**src/rtl/port_fault_timers.sv**
```systemverilog
module port_fault_timers #(
  parameter int OC_LIMIT_MS   = 60,
  parameter int OC_DRAIN_DIV  = 16,
  parameter int HL_LIMIT_MS   = 15,
  parameter int DC_LIMIT_MS   = 350,
  parameter int DC_DRAIN_MUL  = 10
) (
  input  logic clk,
  input  logic rst_n,
  input  logic tick_1ms,
  input  logic port_on,
  input  logic big_load,
  input  logic over_trip,
  input  logic at_limit,
  input  logic under_hold,
  output logic ovl_fault,
  output logic unplug_evt
);
  localparam int OC_FULL = OC_LIMIT_MS * OC_DRAIN_DIV;
  localparam int OC_W = $clog2(OC_FULL + 1);
  localparam int HL_W = $clog2(HL_LIMIT_MS + 1);
  localparam int DC_W = $clog2(DC_LIMIT_MS + 1);
  localparam logic [OC_W-1:0] OC_TOP  = OC_W'(OC_FULL);
  localparam logic [OC_W-1:0] OC_STEP = OC_W'(OC_DRAIN_DIV);
  localparam logic [OC_W-1:0] OC_ONE  = OC_W'(1);
  localparam logic [HL_W-1:0] HL_TOP  = HL_W'(HL_LIMIT_MS);
  localparam logic [HL_W-1:0] HL_ONE  = HL_W'(1);
  localparam logic [DC_W-1:0] DC_TOP  = DC_W'(DC_LIMIT_MS);
  localparam logic [DC_W-1:0] DC_ONE  = DC_W'(1);
  localparam logic [DC_W-1:0] DC_DROP = DC_W'(DC_DRAIN_MUL);

  logic [OC_W-1:0] oc_acc, oc_nxt;
  logic [HL_W-1:0] hl_cnt, hl_nxt;
  logic [DC_W-1:0] dc_acc, dc_nxt;
  logic            step, oc_hit, hl_hit, dc_hit;

  assign step = tick_1ms & port_on;

  always_comb begin
    if (over_trip)
      oc_nxt = (oc_acc >= OC_TOP - OC_STEP) ? OC_TOP : oc_acc + OC_STEP;
    else
      oc_nxt = (oc_acc == '0) ? '0 : oc_acc - OC_ONE;
  end

  assign hl_nxt = (big_load & at_limit) ? ((hl_cnt == HL_TOP) ? HL_TOP : hl_cnt + HL_ONE) : '0;

  always_comb begin
    if (under_hold)
      dc_nxt = (dc_acc == DC_TOP) ? DC_TOP : dc_acc + DC_ONE;
    else
      dc_nxt = (dc_acc <= DC_DROP) ? '0 : dc_acc - DC_DROP;
  end

  assign oc_hit = step & (oc_nxt == OC_TOP) & (oc_acc != OC_TOP);
  assign hl_hit = step & (hl_nxt == HL_TOP) & (hl_cnt != HL_TOP);
  assign dc_hit = step & (dc_nxt == DC_TOP) & (dc_acc != DC_TOP);

  always_ff @(posedge clk or negedge rst_n) begin
    if (!rst_n) begin
      oc_acc     <= '0;
      hl_cnt     <= '0;
      dc_acc     <= '0;
      ovl_fault  <= 1'b0;
      unplug_evt <= 1'b0;
    end else begin
      ovl_fault  <= oc_hit | hl_hit;
      unplug_evt <= dc_hit & ~(oc_hit | hl_hit);
      if (!port_on) begin
        oc_acc <= '0;
        hl_cnt <= '0;
        dc_acc <= '0;
      end else if (tick_1ms) begin
        oc_acc <= oc_nxt;
        hl_cnt <= hl_nxt;
        dc_acc <= dc_nxt;
      end
    end
  end

  AST_OC_BOUND: assert property (@(posedge clk) disable iff (!rst_n) oc_acc <= OC_TOP);
  AST_DC_BOUND: assert property (@(posedge clk) disable iff (!rst_n) dc_acc <= DC_TOP);
  AST_IDLE_CLEAR: assert property (@(posedge clk) disable iff (!rst_n)
    !port_on |=> (oc_acc == '0 && hl_cnt == '0 && dc_acc == '0));
  AST_QUIET_UNPOWERED: assert property (@(posedge clk) disable iff (!rst_n)
    !port_on |=> (!ovl_fault && !unplug_evt));
  AST_HOLD_NO_TICK: assert property (@(posedge clk) disable iff (!rst_n)
    (port_on && !tick_1ms) |=> ($stable(oc_acc) && $stable(hl_cnt) && $stable(dc_acc)));
  AST_OC_ONE_CYCLE: assert property (@(posedge clk) disable iff (!rst_n) ovl_fault |=> !ovl_fault);
  AST_DC_ONE_CYCLE: assert property (@(posedge clk) disable iff (!rst_n) unplug_evt |=> !unplug_evt);
  AST_PRIORITY: assert property (@(posedge clk) disable iff (!rst_n) !(ovl_fault && unplug_evt));
  AST_HL_DROP: assert property (@(posedge clk) disable iff (!rst_n)
    (tick_1ms && !at_limit) |=> hl_cnt == '0);
endmodule

```
**config.mk**
```make
export PLATFORM = sky130hd
export DESIGN_NAME = port_fault_timers
export DESIGN_NICKNAME = d
export VERILOG_FILES = /design/src/rtl/port_fault_timers.sv
export SDC_FILE = /design/constraint.sdc
export NUM_CORES = 1
export LEC_CHECK = 0
export ABC_AREA = 1
export BUFFER_PORTS_ARGS = -buffer_cell sky130_fd_sc_hd__buf_2
export CORE_MARGIN = 3
export CORE_UTILIZATION = 40
export DETAILED_ROUTE_END_ITERATION = 7
export GPL_TIMING_DRIVEN = 0
export RECOVER_POWER = 50
export SETUP_SLACK_MARGIN = 0.02
export SLEW_MARGIN = 20
export SYNTH_ARGS = -nofsm -noshare
export SYNTH_HDL_FRONTEND = slang
export SYNTH_SLANG_ARGS = --single-unit
```
**constraint.sdc**
```tcl
create_clock -name clk -period 2.6 [get_ports clk]
set_input_delay 0.39 -clock clk [delete_from_list [all_inputs] [get_ports clk]]
set_output_delay 0.39 -clock clk [all_outputs]
set_load 0.005 [all_outputs]
```
==> metrics.log, run 1 <==
[metrics] Setup-failing EPs final: 0
[metrics] flop2flop setup slack: 0.43 ns
[metrics] Total Power: 0.001170 W
[metrics] final hold viol count: 0
[metrics] Static Leakage: 1.089 nW
[metrics] dominant combinational cell family by area after synthesis: simple AND/OR/NAND/NOR gates
[metrics] final period demand of the worst path: 2.166 ns
[metrics] combinational share of power: 41.6%
[metrics] layout cells sized above 1: 12.73%
[metrics] worst rel slew slack: 11.21%
[metrics] worst vdd ir: 0.2563 mV
[metrics] Design Area, Final: 2251 um^2
[metrics] beginning of the worst register-to-register path: oc_acc[0]$_DFFE_PN0P_
[metrics] CP Data Required Time: 2.77 ns
[metrics] I/O pin count: 10
[metrics] post-DR vias/cell: 5.195
[metrics] post-synth net total: 326
[metrics] number of cells traversed by the worst register-to-register path: 13
[metrics] final estimated routing congestion in global placement: 0.8833
[metrics] die area: 6096 um^2
[metrics] final-layout fill cell count: 525
[metrics] WL/cell: 12.92 um
[metrics] maximum number of pins on one net before global-route repair: 26
[metrics] initial core utilization: 42.59%
[metrics] Final Util: 46.13%
[metrics] fraction of synthesized cell area taken by the top area cell type: 30.10%
[metrics] clock network fraction of design power: 19.5%
[metrics] first-pass GRT wire length: 8.673 mm
[metrics] initial antenna violation count: 0
[metrics] number of warnings reported in the yosys synthesis log: 0
[metrics] Simple-Gate Fraction of Synth Area: 40.22%
[metrics] Synth Area in Compound Gates: 12.52%
[metrics] element type at the critical path start: register
[metrics] TritonCTS clock tree: yes
[metrics] sequential share of the synthesized area: 30.10%
[metrics] number of global-route vias before repair: 1,868
[metrics] proportion of synthesized area in mux cells: 0%
[metrics] wire length after detailed routing: 5.024 mm
[metrics] total track usage: 17.38%
[metrics] worst hold-check slack: 0.4030 ns
[metrics] DRC violation total after the first TritonRoute iteration: 170
[metrics] final total negative setup slack: 0 ns
[metrics] setup repair after global routing missed its margin: false
[metrics] worst clock skew on the final layout: 0.002719 ns
[metrics] number of maximum-capacitance constraint violations: 0
[metrics] count of nets left with antenna violations after detail routing: 0
[metrics] number of clock sinks: 25
[metrics] maximum buffer depth of the clock tree: 2
[metrics] clock buffer count from CTS: 3
[metrics] post-synthesis share of cell area spent on full adders, half adders and majority gates: 5.418%
[metrics] DIE WIDTH: 78.08 um
[metrics] R2R Path End: unplug_evt$_DFF_PN0_
[metrics] ratio of total power to cell area: 519.9 nW/um^2
[metrics] Rows: 25
[metrics] area of the mapped netlist: 2078 um^2
[metrics] count of buffers added by post-CTS timing repair for setup: 0
[metrics] post_cts resized: 0
[metrics] Reg power frac: 38.9%
[metrics] Layout Nets: 340
[metrics] number of detailed-routing iterations run before antenna repair: 4
[metrics] net switching fraction of the power: 40.60%
[metrics] DRC viols: 0
[metrics] type of the worst setup path: register to register
[metrics] Avg Cell Area, Syn: 6.726 um^2
[metrics] library cell with the largest summed area after synthesis: sky130_fd_sc_hd__dfrtp_1
[metrics] main area contributors after synthesis: sky130_fd_sc_hd__dfrtp_1 (30%), sky130_fd_sc_hd__nand2_1 (15%), sky130_fd_sc_hd__nand3_1 (7.7%), sky130_fd_sc_hd__o21ai_0 (5.8%), sky130_fd_sc_hd__nor2_1 (5.6%)
[metrics] Die Span Y: 78.08 um
[metrics] classification of the worst-slack hold path: primary input to asynchronous set/reset pin
[metrics] fmax: 0.4616 GHz
[metrics] cell at the root of the clock tree: sky130_fd_sc_hd__clkbuf_8
[metrics] share of the clock period used by the worst path after layout: 83.32%
[metrics] antenna fix cells: 0
[metrics] kind of capture point of the worst setup path: register
[metrics] number of hold buffers added after cts: 0
[metrics] Via Count: 2,021
[metrics] actual slew at the worst max-slew pin: 1.332 ns
[metrics] Std-Cell Core Area: 4880 um^2
[metrics] Synth Area in XOR/XNOR: 2.950%
[metrics] run status: finished clean
[metrics] distinct cell type count after synthesis: 31
[metrics] post-DP HPWL: 3.790 mm
[metrics] number of input and output port buffers inserted: 9
[metrics] H-tree level count: 1
[metrics] number of synthesized register bits: 25
[metrics] total congestion overflow: 0
[metrics] Pint: 0.0006951 W
[metrics] clock latency of the later-clocked register in the worst-skew pair: 0.26 ns
[metrics] endpoint arrival time on the critical path: 2.33 ns
[metrics] maximum net fanout on the critical path: 8
[metrics] cell area reported after detailed placement: 2207 um^2
[metrics] Post-Syn Instances: 309
[metrics] Area Overhead vs Synth: 8.308%
[metrics] max-slew violations: 0
[metrics] Switching Power: 0.0004751 W
[metrics] post-CTS clock slew at the launch and capture registers of the worst setup and hold paths: 0.09 ns
==> worst max path at each step <==
| stage | startpoint | endpoint | slack [ns] | cells after the start |
|---|---|---|---|---|
| after floorplan | oc_acc[0]$_DFFE_PN0P_ | unplug_evt$_DFF_PN0_ | 0.87 | 13 |
| after global placement | oc_acc[0]$_DFFE_PN0P_ | unplug_evt$_DFF_PN0_ | 0.47 | 13 |
| after detailed placement | oc_acc[0]$_DFFE_PN0P_ | unplug_evt$_DFF_PN0_ | 0.46 | 13 |
| after global routing | oc_acc[0]$_DFFE_PN0P_ | unplug_evt$_DFF_PN0_ | 0.24 | 13 |
| final | oc_acc[0]$_DFFE_PN0P_ | unplug_evt$_DFF_PN0_ | 0.43 | 13 |
| after CTS | oc_acc[0]$_DFFE_PN0P_ | unplug_evt$_DFF_PN0_ | 0.45 | 13 |
==> metal layers <==
| layer | GRT usage (%) | vias to the layer above | wire [um] |
|---|---|---|---|
| li1 | - | 1042 | - |
| met1 | 26.64 | 937 | 2583 |
| met2 | 26.80 | 40 | 2205 |
| met3 | 2.408 | 2 | 221 |
| met4 | 1.923 | 0 | 14 |
| met5 | 0 | - | 0 |
==> power by group through the flow <==
stage / combinational (W) / clock, W / sequential [W]
after floorplan: 0.000383 / 0 / 0.000451
after global placement: 0.000481 / 0 / 0.000461
after detailed placement: 0.000485 / 0 / 0.000462
after CTS: 0.000487 / 0.000233 / 0.000454
after global routing: 0.000566 / 0.000250 / 0.000460
final: 0.000487 / 0.000228 / 0.000455
==> sequential cells by signal, summed over array words and instances, names as in the netlist <==
name / cells
unplug_evt: 1
ovl_fault: 1
hl_cnt: 4
dc_acc: 9
oc_acc: 10
==> cell type report <==
class	count	area, um^2	share of cell area [%]
Clock buffer	4	45.04	2.001
Multi-Input combinational cell	242	1270	56.42
Inverter	34	132.6	5.892
Buffer	8	50.05	2.223
Tap cell	67	83.83	3.724
Timing Repair Buffer	9	43.79	1.946
Sequential cell	25	625.6	27.79
==> critical path, stage by stage (launching register included) <==
cell	delay, ns
sky130_fd_sc_hd__dfrtp_1	0.37
sky130_fd_sc_hd__clkinv_1	0.15
sky130_fd_sc_hd__ha_1	0.30
sky130_fd_sc_hd__nand2_1	0.10
sky130_fd_sc_hd__nor2_2	0.14
sky130_fd_sc_hd__nand3_2	0.21
sky130_fd_sc_hd__nand3_1	0.12
sky130_fd_sc_hd__nand2_1	0.10
sky130_fd_sc_hd__nor2_1	0.12
sky130_fd_sc_hd__nand2_2	0.05
sky130_fd_sc_hd__nor2_1	0.21
sky130_fd_sc_hd__nand3_2	0.10
sky130_fd_sc_hd__nand2_2	0.08
sky130_fd_sc_hd__nor2_2	0.03
==> synthesized netlist by cell type <==
master	number
sky130_fd_sc_hd__nand2_1	84
sky130_fd_sc_hd__nand3_1	32
sky130_fd_sc_hd__nor2_1	31
sky130_fd_sc_hd__inv_1	28
sky130_fd_sc_hd__dfrtp_1	25
sky130_fd_sc_hd__o21ai_0	24
sky130_fd_sc_hd__ha_1	9
sky130_fd_sc_hd__o22ai_1	9
sky130_fd_sc_hd__nand4_1	8
sky130_fd_sc_hd__xor2_1	7
sky130_fd_sc_hd__nor2_2	6
sky130_fd_sc_hd__o21ai_1	6
sky130_fd_sc_hd__nand2_2	5
sky130_fd_sc_hd__clkbuf_1	4
sky130_fd_sc_hd__nand3_2	4
sky130_fd_sc_hd__a21oi_1	3
sky130_fd_sc_hd__inv_2	3
sky130_fd_sc_hd__nor3_1	3
sky130_fd_sc_hd__buf_6	2
sky130_fd_sc_hd__clkinv_1	2
sky130_fd_sc_hd__nor2_4	2
sky130_fd_sc_hd__nor3_2	2
sky130_fd_sc_hd__o211ai_1	2
sky130_fd_sc_hd__a211oi_1	1
sky130_fd_sc_hd__a21oi_4	1
sky130_fd_sc_hd__buf_2	1
sky130_fd_sc_hd__buf_4	1
sky130_fd_sc_hd__clkinv_4	1
sky130_fd_sc_hd__nand2_4	1
sky130_fd_sc_hd__nand3b_1	1
sky130_fd_sc_hd__or2_4	1
==> logic make-up after synthesis <==
family | count (synthesis)
AO/OA/AOI/OAI | 46
buffers and inverters | 42
AND/OR/NAND/NOR | 180
flip-flops | 25
adder cells (fa/ha/maj) | 9
XOR/XNOR | 7
==> stage by stage <==
step | setup WS, ns | std cells
after global routing | 0.2437 | 389
final | 0.4336 | 389
after floorplan | 0.8668 | 309
after detailed placement | 0.4610 | 385
after global placement | 0.4725 | 385
after CTS | 0.4486 | 389
==> placed cells by master, fill, tap and decap left out, types with 4 or more instances in the layout <==
cell type and n:
sky130_fd_sc_hd__nor2_1 31, sky130_fd_sc_hd__o22ai_1 9, sky130_fd_sc_hd__nand3_2 4, sky130_fd_sc_hd__o21ai_0 24, sky130_fd_sc_hd__nand4_1 8, sky130_fd_sc_hd__nand3_1 32
sky130_fd_sc_hd__ha_1 9, sky130_fd_sc_hd__nand2_2 5, sky130_fd_sc_hd__xor2_1 7, sky130_fd_sc_hd__nand2_1 84, sky130_fd_sc_hd__o21ai_1 6, sky130_fd_sc_hd__nor2_2 6
sky130_fd_sc_hd__clkbuf_1 6, sky130_fd_sc_hd__inv_1 28, sky130_fd_sc_hd__buf_2 9, sky130_fd_sc_hd__dfrtp_1 25
Power figures use the tool's default switching activity.
==> run 2: changes to the inputs <==
==> constraint.sdc (replaced) <==
create_clock -name clk -period 2.1 [get_ports clk]
set_input_delay 0.315 -clock clk [delete_from_list [all_inputs] [get_ports clk]]
set_output_delay 0.315 -clock clk [all_outputs]
set_load 0.005 [all_outputs]
==> metrics.log, run 2 (synthesized netlist as in run 1, its figures left out) <==
[metrics] run status: finished clean
[metrics] type of the worst setup path: register to register
[metrics] actual slew at the worst max-slew pin: 1.324 ns (-0.008298 ns)
[metrics] share of the clock period used by the worst path after layout: 91.00% (+7.7 points)
[metrics] Setup-failing EPs final: 0 (unchanged)
[metrics] CP Cell Sequence: inv_2 > ha_2 > inv_1 > nor2_2 > nand3_4 > nand3_1 > nand2_1 > nor2_1 > nand2_2 > nor2_2 > nand3_2 > nand2_2 > nor2_2
[metrics] Rows: 25 (unchanged)
[metrics] number of hold buffers added after cts: 0 (unchanged)
[metrics] post-DR vias/cell: 5.229 (+0.65%)
[metrics] setup repair after global routing missed its margin: false
[metrics] cell area reported after detailed placement: 2207 um^2 (unchanged)
[metrics] cell at the root of the clock tree: sky130_fd_sc_hd__clkbuf_8
[metrics] Design Area, Final: 2317 um^2 (+2.9%)
[metrics] H-tree level count: 1 (unchanged)
[metrics] DIE WIDTH: 78.08 um (unchanged)
[metrics] Critical Path Max Stage Delay: 0.46 ns (+0.09 ns)
[metrics] maximum buffer depth of the clock tree: 2 (unchanged)
[metrics] leading registers by flop count: oc_acc: 10 flops, dc_acc: 9 flops, hl_cnt: 4 flops
[metrics] clock latency of the later-clocked register in the worst-skew pair: 0.26 ns (about the same)
[metrics] I/O pin count: 10 (unchanged)
[metrics] CP Buf/Inv Count: 2 (+1)
[metrics] slowest CP cell: sky130_fd_sc_hd__dfrtp_2
[metrics] cell with the most instances on the worst path: sky130_fd_sc_hd__nor2_2
[metrics] post-DP HPWL: 3.790 mm (unchanged)
[metrics] element type at the critical path start: register
[metrics] final hold viol count: 0 (unchanged)
[metrics] worst hold-check slack: 0.3239 ns (-0.07902 ns)
[metrics] net switching fraction of the power: 40.61% (about the same)
[metrics] most common cell after layout, fill and taps aside: sky130_fd_sc_hd__nand2_1
[metrics] post-CTS clock slew at the launch and capture registers of the worst setup and hold paths: 0.09 ns (about the same)
[metrics] final total negative setup slack: 0 ns (unchanged)
[metrics] number of global-route vias before repair: 1,866 (-0.11%)
[metrics] WL/cell: 12.93 um (+0.11%)
[metrics] total track usage: 17.41% (+0.024 points)
[metrics] number of detailed-routing iterations run before antenna repair: 4 (unchanged)
[metrics] maximum net fanout on the critical path: 8 (unchanged)
[metrics] wire length after detailed routing: 5.081 mm (+1.1%)
[metrics] Via Count: 2,055 (+1.7%)
[metrics] count of nets left with antenna violations after detail routing: 0 (unchanged)
[metrics] antenna fix cells: 0 (unchanged)
[metrics] max-slew violations: 0 (unchanged)
[metrics] Area Overhead vs Synth: 11.50%
[metrics] clock buffer count from CTS: 3 (unchanged)
[metrics] Die Span Y: 78.08 um (unchanged)
[metrics] final period demand of the worst path: 1.911 ns (-0.2554 ns)
[metrics] maximum number of pins on one net before global-route repair: 26 (unchanged)
[metrics] DRC viols: 0 (unchanged)
[metrics] commonest cells after routing, fill and taps aside: sky130_fd_sc_hd__nand2_1 (83), sky130_fd_sc_hd__nand3_1 (32), sky130_fd_sc_hd__nor2_1 (29)
[metrics] Pint: 0.0008841 W (+27%)
[metrics] fmax: 0.5233 GHz (+13%)
[metrics] layout cells sized above 1: 16.87% (+4.1 points)
[metrics] DRC violation total after the first TritonRoute iteration: 134 (-21%)
[metrics] die area: 6096 um^2 (unchanged)
[metrics] Reg power frac: 37.9% (-1.0 points)
[metrics] post-route setup slack: 0.1889 ns (-0.2446 ns)
[metrics] initial antenna violation count: 0 (unchanged)
[metrics] worst rel slew slack: 11.76% (+0.55 points)
[metrics] first-pass GRT wire length: 8.680 mm (about the same)
[metrics] final estimated routing congestion in global placement: 0.8833 (unchanged)
[metrics] Switching Power: 0.0006044 W (+27%)
[metrics] combinational share of power: 43.1% (+1.5 points)
[metrics] ratio of total power to cell area: 642.4 nW/um^2 (+24%)
[metrics] cell family with most CP delay: simple AND/OR/NAND/NOR gates
[metrics] endpoint arrival time on the critical path: 2.08 ns (-0.25 ns)
[metrics] TritonCTS clock tree: yes
[metrics] number of maximum-capacitance constraint violations: 0 (unchanged)
[metrics] initial core utilization: 42.59% (unchanged)
[metrics] number of input and output port buffers inserted: 9 (unchanged)
[metrics] Layout Nets: 344 (+1.2%)
[metrics] CP Data Required Time: 2.27 ns (-0.50 ns)
[metrics] max FFs per register: 10 (unchanged)
[metrics] number of clock sinks: 25 (unchanged)
[metrics] largest register by flop count: oc_acc
[metrics] total congestion overflow: 0 (unchanged)
[metrics] Std-Cell Core Area: 4880 um^2 (unchanged)
[metrics] clock network fraction of design power: 19.1% (-0.4 points)
[metrics] classification of the worst-slack hold path: primary input to asynchronous set/reset pin
[metrics] Total Power: 0.001488 W (+27%)
[metrics] kind of capture point of the worst setup path: register
[metrics] Static Leakage: 1.108 nW (+1.7%)
[metrics] worst vdd ir: 0.3176 mV (+24%)
[metrics] minimum setup slack after placement: -0.03895 ns (-0.5000 ns)
[metrics] worst clock skew on the final layout: 0.002373 ns (-0.0003455 ns)
[run 2: changes by cell type in the layout (fill, tap and decap cells not counted), sizes merged]
cell | before | now
buf | 12 | 16
clkinvlp | 0 | 1
clkinv | 3 | 2
[run 2: final timing paths]
| kind | from | end | slack, ns | cells past startpoint |
|---|---|---|---|---|
| max in group asynchronous | rst_n | oc_acc[5]$_DFFE_PN0P_ | 0.90 | 1 |
| max reg2reg | oc_acc[5]$_DFFE_PN0P_ | unplug_evt$_DFF_PN0_ | 0.19 | 13 |
| min reg2reg | hl_cnt[3]$_DFFE_PN0P_ | hl_cnt[2]$_DFFE_PN0P_ | 0.51 | 2 |
| max | oc_acc[5]$_DFFE_PN0P_ | unplug_evt$_DFF_PN0_ | 0.19 | 13 |
| min | rst_n | dc_acc[0]$_DFFE_PN0P_ | 0.32 | 1 |
| min in group clk | port_on | hl_cnt[2]$_DFFE_PN0P_ | 0.33 | 3 |
[run 2: worst reg2reg max path, stage by stage, from the launching register on]
cell	delay, ns
sky130_fd_sc_hd__dfrtp_2	0.46
sky130_fd_sc_hd__inv_2	0.12
sky130_fd_sc_hd__ha_2	0.21
sky130_fd_sc_hd__inv_1	0.05
sky130_fd_sc_hd__nor2_2	0.13
sky130_fd_sc_hd__nand3_4	0.15
sky130_fd_sc_hd__nand3_1	0.10
sky130_fd_sc_hd__nand2_1	0.09
sky130_fd_sc_hd__nor2_1	0.12
sky130_fd_sc_hd__nand2_2	0.06
sky130_fd_sc_hd__nor2_2	0.14
sky130_fd_sc_hd__nand3_2	0.08
sky130_fd_sc_hd__nand2_2	0.07
sky130_fd_sc_hd__nor2_2	0.03
[run 2: cell type report]
type	instances	area, um^2
multi-input cells	242	1300
plain buffers	8	50.05
flip-flops and latches	25	628.1
well taps	67	83.83
repair buffers	13	73.82
fillers	519	2562
clock buffers	4	45.04
inverters	34	136.4
[run 2: per-stage QoR]
stage	std cells	util, %
3_5_place_dp	385	45.23
5_1_grt	393	47.49
4_1_cts	389	46.36
2_1_floorplan	309	-
6_report	393	47.49
3_3_place_gp	385	45.23
[run 2: what timing repair did]
item / CTS / global route
pin swaps: 1 / 1
endpoints found under the setup margin: 2 / 2
setup buffers: 0 / 4
resized for setup: 4 / 8
[run 2: power groups by stage]
stage,Combinational (W),Sequential [W],Clock [W]
final,0.000641,0.000563,0.000284
after global routing,0.000742,0.000570,0.000309
after CTS,0.000614,0.000563,0.000289
after detailed placement,0.000600,0.000571,0
after global placement,0.000596,0.000571,0
after floorplan,0.000475,0.000559,0
[run 2: per-layer routing]
metal	GRT usage, %	wire (um)	vias to the layer above
li1	-	-	1054
met1	26.71	2669	970
met2	26.80	2262	29
met3	2.408	136	2
met4	1.923	14	0
met5	0	0	-
==> run 3: changes to the inputs <==
==> constraint.sdc (replaced) <==
create_clock -name clk -period 1.9 [get_ports clk]
set_input_delay 0.285 -clock clk [delete_from_list [all_inputs] [get_ports clk]]
set_output_delay 0.285 -clock clk [all_outputs]
set_load 0.005 [all_outputs]
==> metrics.log, run 3 (synthesized netlist as in run 1, its figures left out) <==
[metrics] run status: finished clean
[metrics] final period demand of the worst path: 1.796 ns (-0.1146 ns)
[metrics] Layout Nets: 355 (+3.2%)
[metrics] WL/cell: 13.52 um (+4.6%)
[metrics] final hold viol count: 0 (unchanged)
[metrics] post-DR vias/cell: 5.287 (+1.1%)
[metrics] leading registers by flop count: oc_acc: 10 flops, dc_acc: 9 flops, hl_cnt: 4 flops
[metrics] TritonCTS clock tree: yes
[metrics] setup repair after global routing missed its margin: true
[metrics] number of hold buffers added after cts: 0 (unchanged)
[metrics] number of global-route vias before repair: 1,894 (+1.5%)
[metrics] Via Count: 2,136 (+3.9%)
[metrics] worst rel slew slack: 11.54% (-0.22 points)
[metrics] number of detailed-routing iterations run before antenna repair: 4 (unchanged)
[metrics] actual slew at the worst max-slew pin: 1.327 ns (+0.003339 ns)
[metrics] post-DP HPWL: 3.790 mm (unchanged)
[metrics] DRC viols: 0 (unchanged)
[metrics] CP Cell Sequence: inv_4 > ha_4 > inv_1 > nor2_2 > nand3_4 > nand3b_1 > nand2_1 > nor2_1 > nand2_1 > nor2_4 > nand3_2 > nand2_2 > nor2_2
[metrics] total track usage: 17.58% (+0.17 points)
[metrics] Die Span Y: 78.08 um (unchanged)
[metrics] wire length after detailed routing: 5.464 mm (+7.5%)
[metrics] flop2flop setup slack: 0.10 ns (-0.09 ns)
[metrics] Setup-failing EPs final: 0 (unchanged)
[metrics] type of the worst setup path: register to register
[metrics] initial antenna violation count: 0 (unchanged)
[metrics] Area Overhead vs Synth: 20.59%
[metrics] total congestion overflow: 0 (unchanged)
[metrics] max-slew violations: 0 (unchanged)
[metrics] beginning of the worst register-to-register path: oc_acc[4]$_DFFE_PN0P_
[metrics] capture point of the worst path: unplug_evt$_DFF_PN0_
[metrics] number of cells traversed by the worst register-to-register path: 13 (unchanged)
[metrics] antenna fix cells: 0 (unchanged)
[metrics] Rows: 25 (unchanged)
[metrics] maximum net fanout on the critical path: 6 (-2)
[metrics] Std-Cell Core Area: 4880 um^2 (unchanged)
[metrics] clock latency of the later-clocked register in the worst-skew pair: 0.26 ns (about the same)
[metrics] endpoint arrival time on the critical path: 1.96 ns (-0.12 ns)
[metrics] Worst Setup SP: oc_acc[4]$_DFFE_PN0P_
[metrics] DIE WIDTH: 78.08 um (unchanged)
[metrics] layout cells sized above 1: 25.82% (+8.9 points)
[metrics] number of cells on the critical path: 13 (unchanged)
[metrics] number of input and output port buffers inserted: 9 (unchanged)
[metrics] share of the clock period used by the worst path after layout: 94.55% (+3.5 points)
[metrics] worst vdd ir: 0.3527 mV (+11%)
[metrics] R2R Path End: unplug_evt$_DFF_PN0_
[metrics] DRC violation total after the first TritonRoute iteration: 185 (+38%)
[metrics] final total negative setup slack: 0 ns (unchanged)
[metrics] cell family with most CP delay: simple AND/OR/NAND/NOR gates
[metrics] first-pass GRT wire length: 8.797 mm (+1.3%)
[metrics] number of maximum-capacitance constraint violations: 0 (unchanged)
[metrics] Final Util: 51.36% (+3.9 points)
[metrics] slowest CP cell: sky130_fd_sc_hd__dfrtp_2
[metrics] worst clock skew on the final layout: 0.0005952 ns (-0.001778 ns)
[metrics] largest register by flop count: oc_acc
[metrics] kind of capture point of the worst setup path: register
[metrics] classification of the worst-slack hold path: primary input to asynchronous set/reset pin
[metrics] commonest cells after routing, fill and taps aside: sky130_fd_sc_hd__nand2_1 (78), sky130_fd_sc_hd__nand3_1 (30), sky130_fd_sc_hd__inv_1 (24), sky130_fd_sc_hd__nor2_1 (24), sky130_fd_sc_hd__o21ai_0 (23)
[metrics] max FFs per register: 10 (unchanged)
[metrics] maximum number of pins on one net before global-route repair: 26 (unchanged)
[metrics] Static Leakage: 1.186 nW (+7.0%)
[metrics] die area: 6096 um^2 (unchanged)
[metrics] I/O pin count: 10 (unchanged)
[metrics] count of nets left with antenna violations after detail routing: 0 (unchanged)
[metrics] number of clock sinks: 25 (unchanged)
[metrics] element type at the critical path start: register
[metrics] initial core utilization: 42.59% (unchanged)
[metrics] final estimated routing congestion in global placement: 0.8833 (unchanged)
[metrics] most common cell after layout, fill and taps aside: sky130_fd_sc_hd__nand2_1
[metrics] CP Buf/Inv Count: 2 (unchanged)
[metrics] maximum buffer depth of the clock tree: 2 (unchanged)
[metrics] final-layout fill cell count: 503 (-3.1%)
[metrics] cell at the root of the clock tree: sky130_fd_sc_hd__clkbuf_8
[metrics] post-CTS clock slew at the launch and capture registers of the worst setup and hold paths: 0.09 ns (about the same)
[metrics] fmax: 0.5567 GHz (+6.4%)
[metrics] Critical Path Max Stage Delay: 0.47 ns (about the same)
[metrics] ratio of total power to cell area: 703.2 nW/um^2 (+9.5%)
[metrics] H-tree level count: 1 (unchanged)
[metrics] clock buffer count from CTS: 3 (unchanged)
[metrics] CP Data Required Time: 2.07 ns (-0.20 ns)
==> run 3: cell types whose count changed in the layout (fill, tap and decap cells not counted), moves of 3 or more <==
cell,delta
sky130_fd_sc_hd__buf_4,+9
sky130_fd_sc_hd__nand2_1,-5
sky130_fd_sc_hd__nor2_1,-5
sky130_fd_sc_hd__ha_1,-4
sky130_fd_sc_hd__nand2_2,+4
sky130_fd_sc_hd__inv_4,+3
sky130_fd_sc_hd__nor2_4,+3
==> run 3: how the worst min path moves through the flow <==
stage	from	endpoint	slack (ns)	cells after the start
2_1_floorplan	rst_n	dc_acc[0]$_DFFE_PN0P_	-0.01	0
3_3_place_gp	rst_n	dc_acc[1]$_DFFE_PN0P_	0.31	1
3_5_place_dp	rst_n	dc_acc[0]$_DFFE_PN0P_	0.32	1
4_1_cts	rst_n	dc_acc[0]$_DFFE_PN0P_	0.03	1
5_1_grt	port_on	hl_cnt[2]$_DFFE_PN0P_	0.31	3
6_report	rst_n	dc_acc[2]$_DFFE_PN0P_	0.29	1
==> run 3: report_power, final <==
| group | total (W) | internal, W | switching, W |
|---|---|---|---|
| combinational | 0.000818 | 0.000320 | 0.000498 |
| clock | 0.000316 | 0.000150 | 0.000166 |
| sequential | 0.000629 | 0.000572 | 0.0000568 |
==> run 3: repair_timing <==
action                                  CTS  global route
gates resized for setup                  11            34
pin swaps                                 1            16
buffers inserted                          2            12
cloned                                    0             1
endpoints found under the setup margin    2             2
endpoints found under the hold margin     0             0
==> run 3: area by class of cell <==
type                    count  area (um^2)  area share [%]
inverters                  34        140.1           5.592
clock buffers               4        45.04           1.797
multi-input cells         243         1404           56.02
repair buffers             23        152.6           6.091
plain buffers               8        50.05           1.997
well taps                  67        83.83           3.345
flip-flops and latches     25        630.6           25.16
==> run 3: per-layer routing <==
| metal | vias up | GRT usage, % | part of all wire, % |
|---|---|---|---|
| li1 | 1079 | - | - |
| met1 | 996 | 26.57 | 48 |
| met2 | 59 | 27.48 | 47 |
| met3 | 2 | 2.408 | 5.0 |
| met4 | 0 | 2.098 | 0.27 |
| met5 | - | 0 | 0 |
==> run 3: metrics by stage <==
stage               std cells  worst slack, ns  instance area [um^2]  power [W]  hold slack [ns]
floorplan                 309           0.1668                  2078   0.001142         -0.01059
global placement          385          -0.2275                  2207   0.001290           0.3149
detailed placement        385          -0.2390                  2207   0.001295           0.3183
CTS                       391          0.02058                  2298   0.001649          0.02921
global route              404         -0.01715                  2506   0.001910           0.3094
finish                    404           0.1036                  2506   0.001762           0.2939
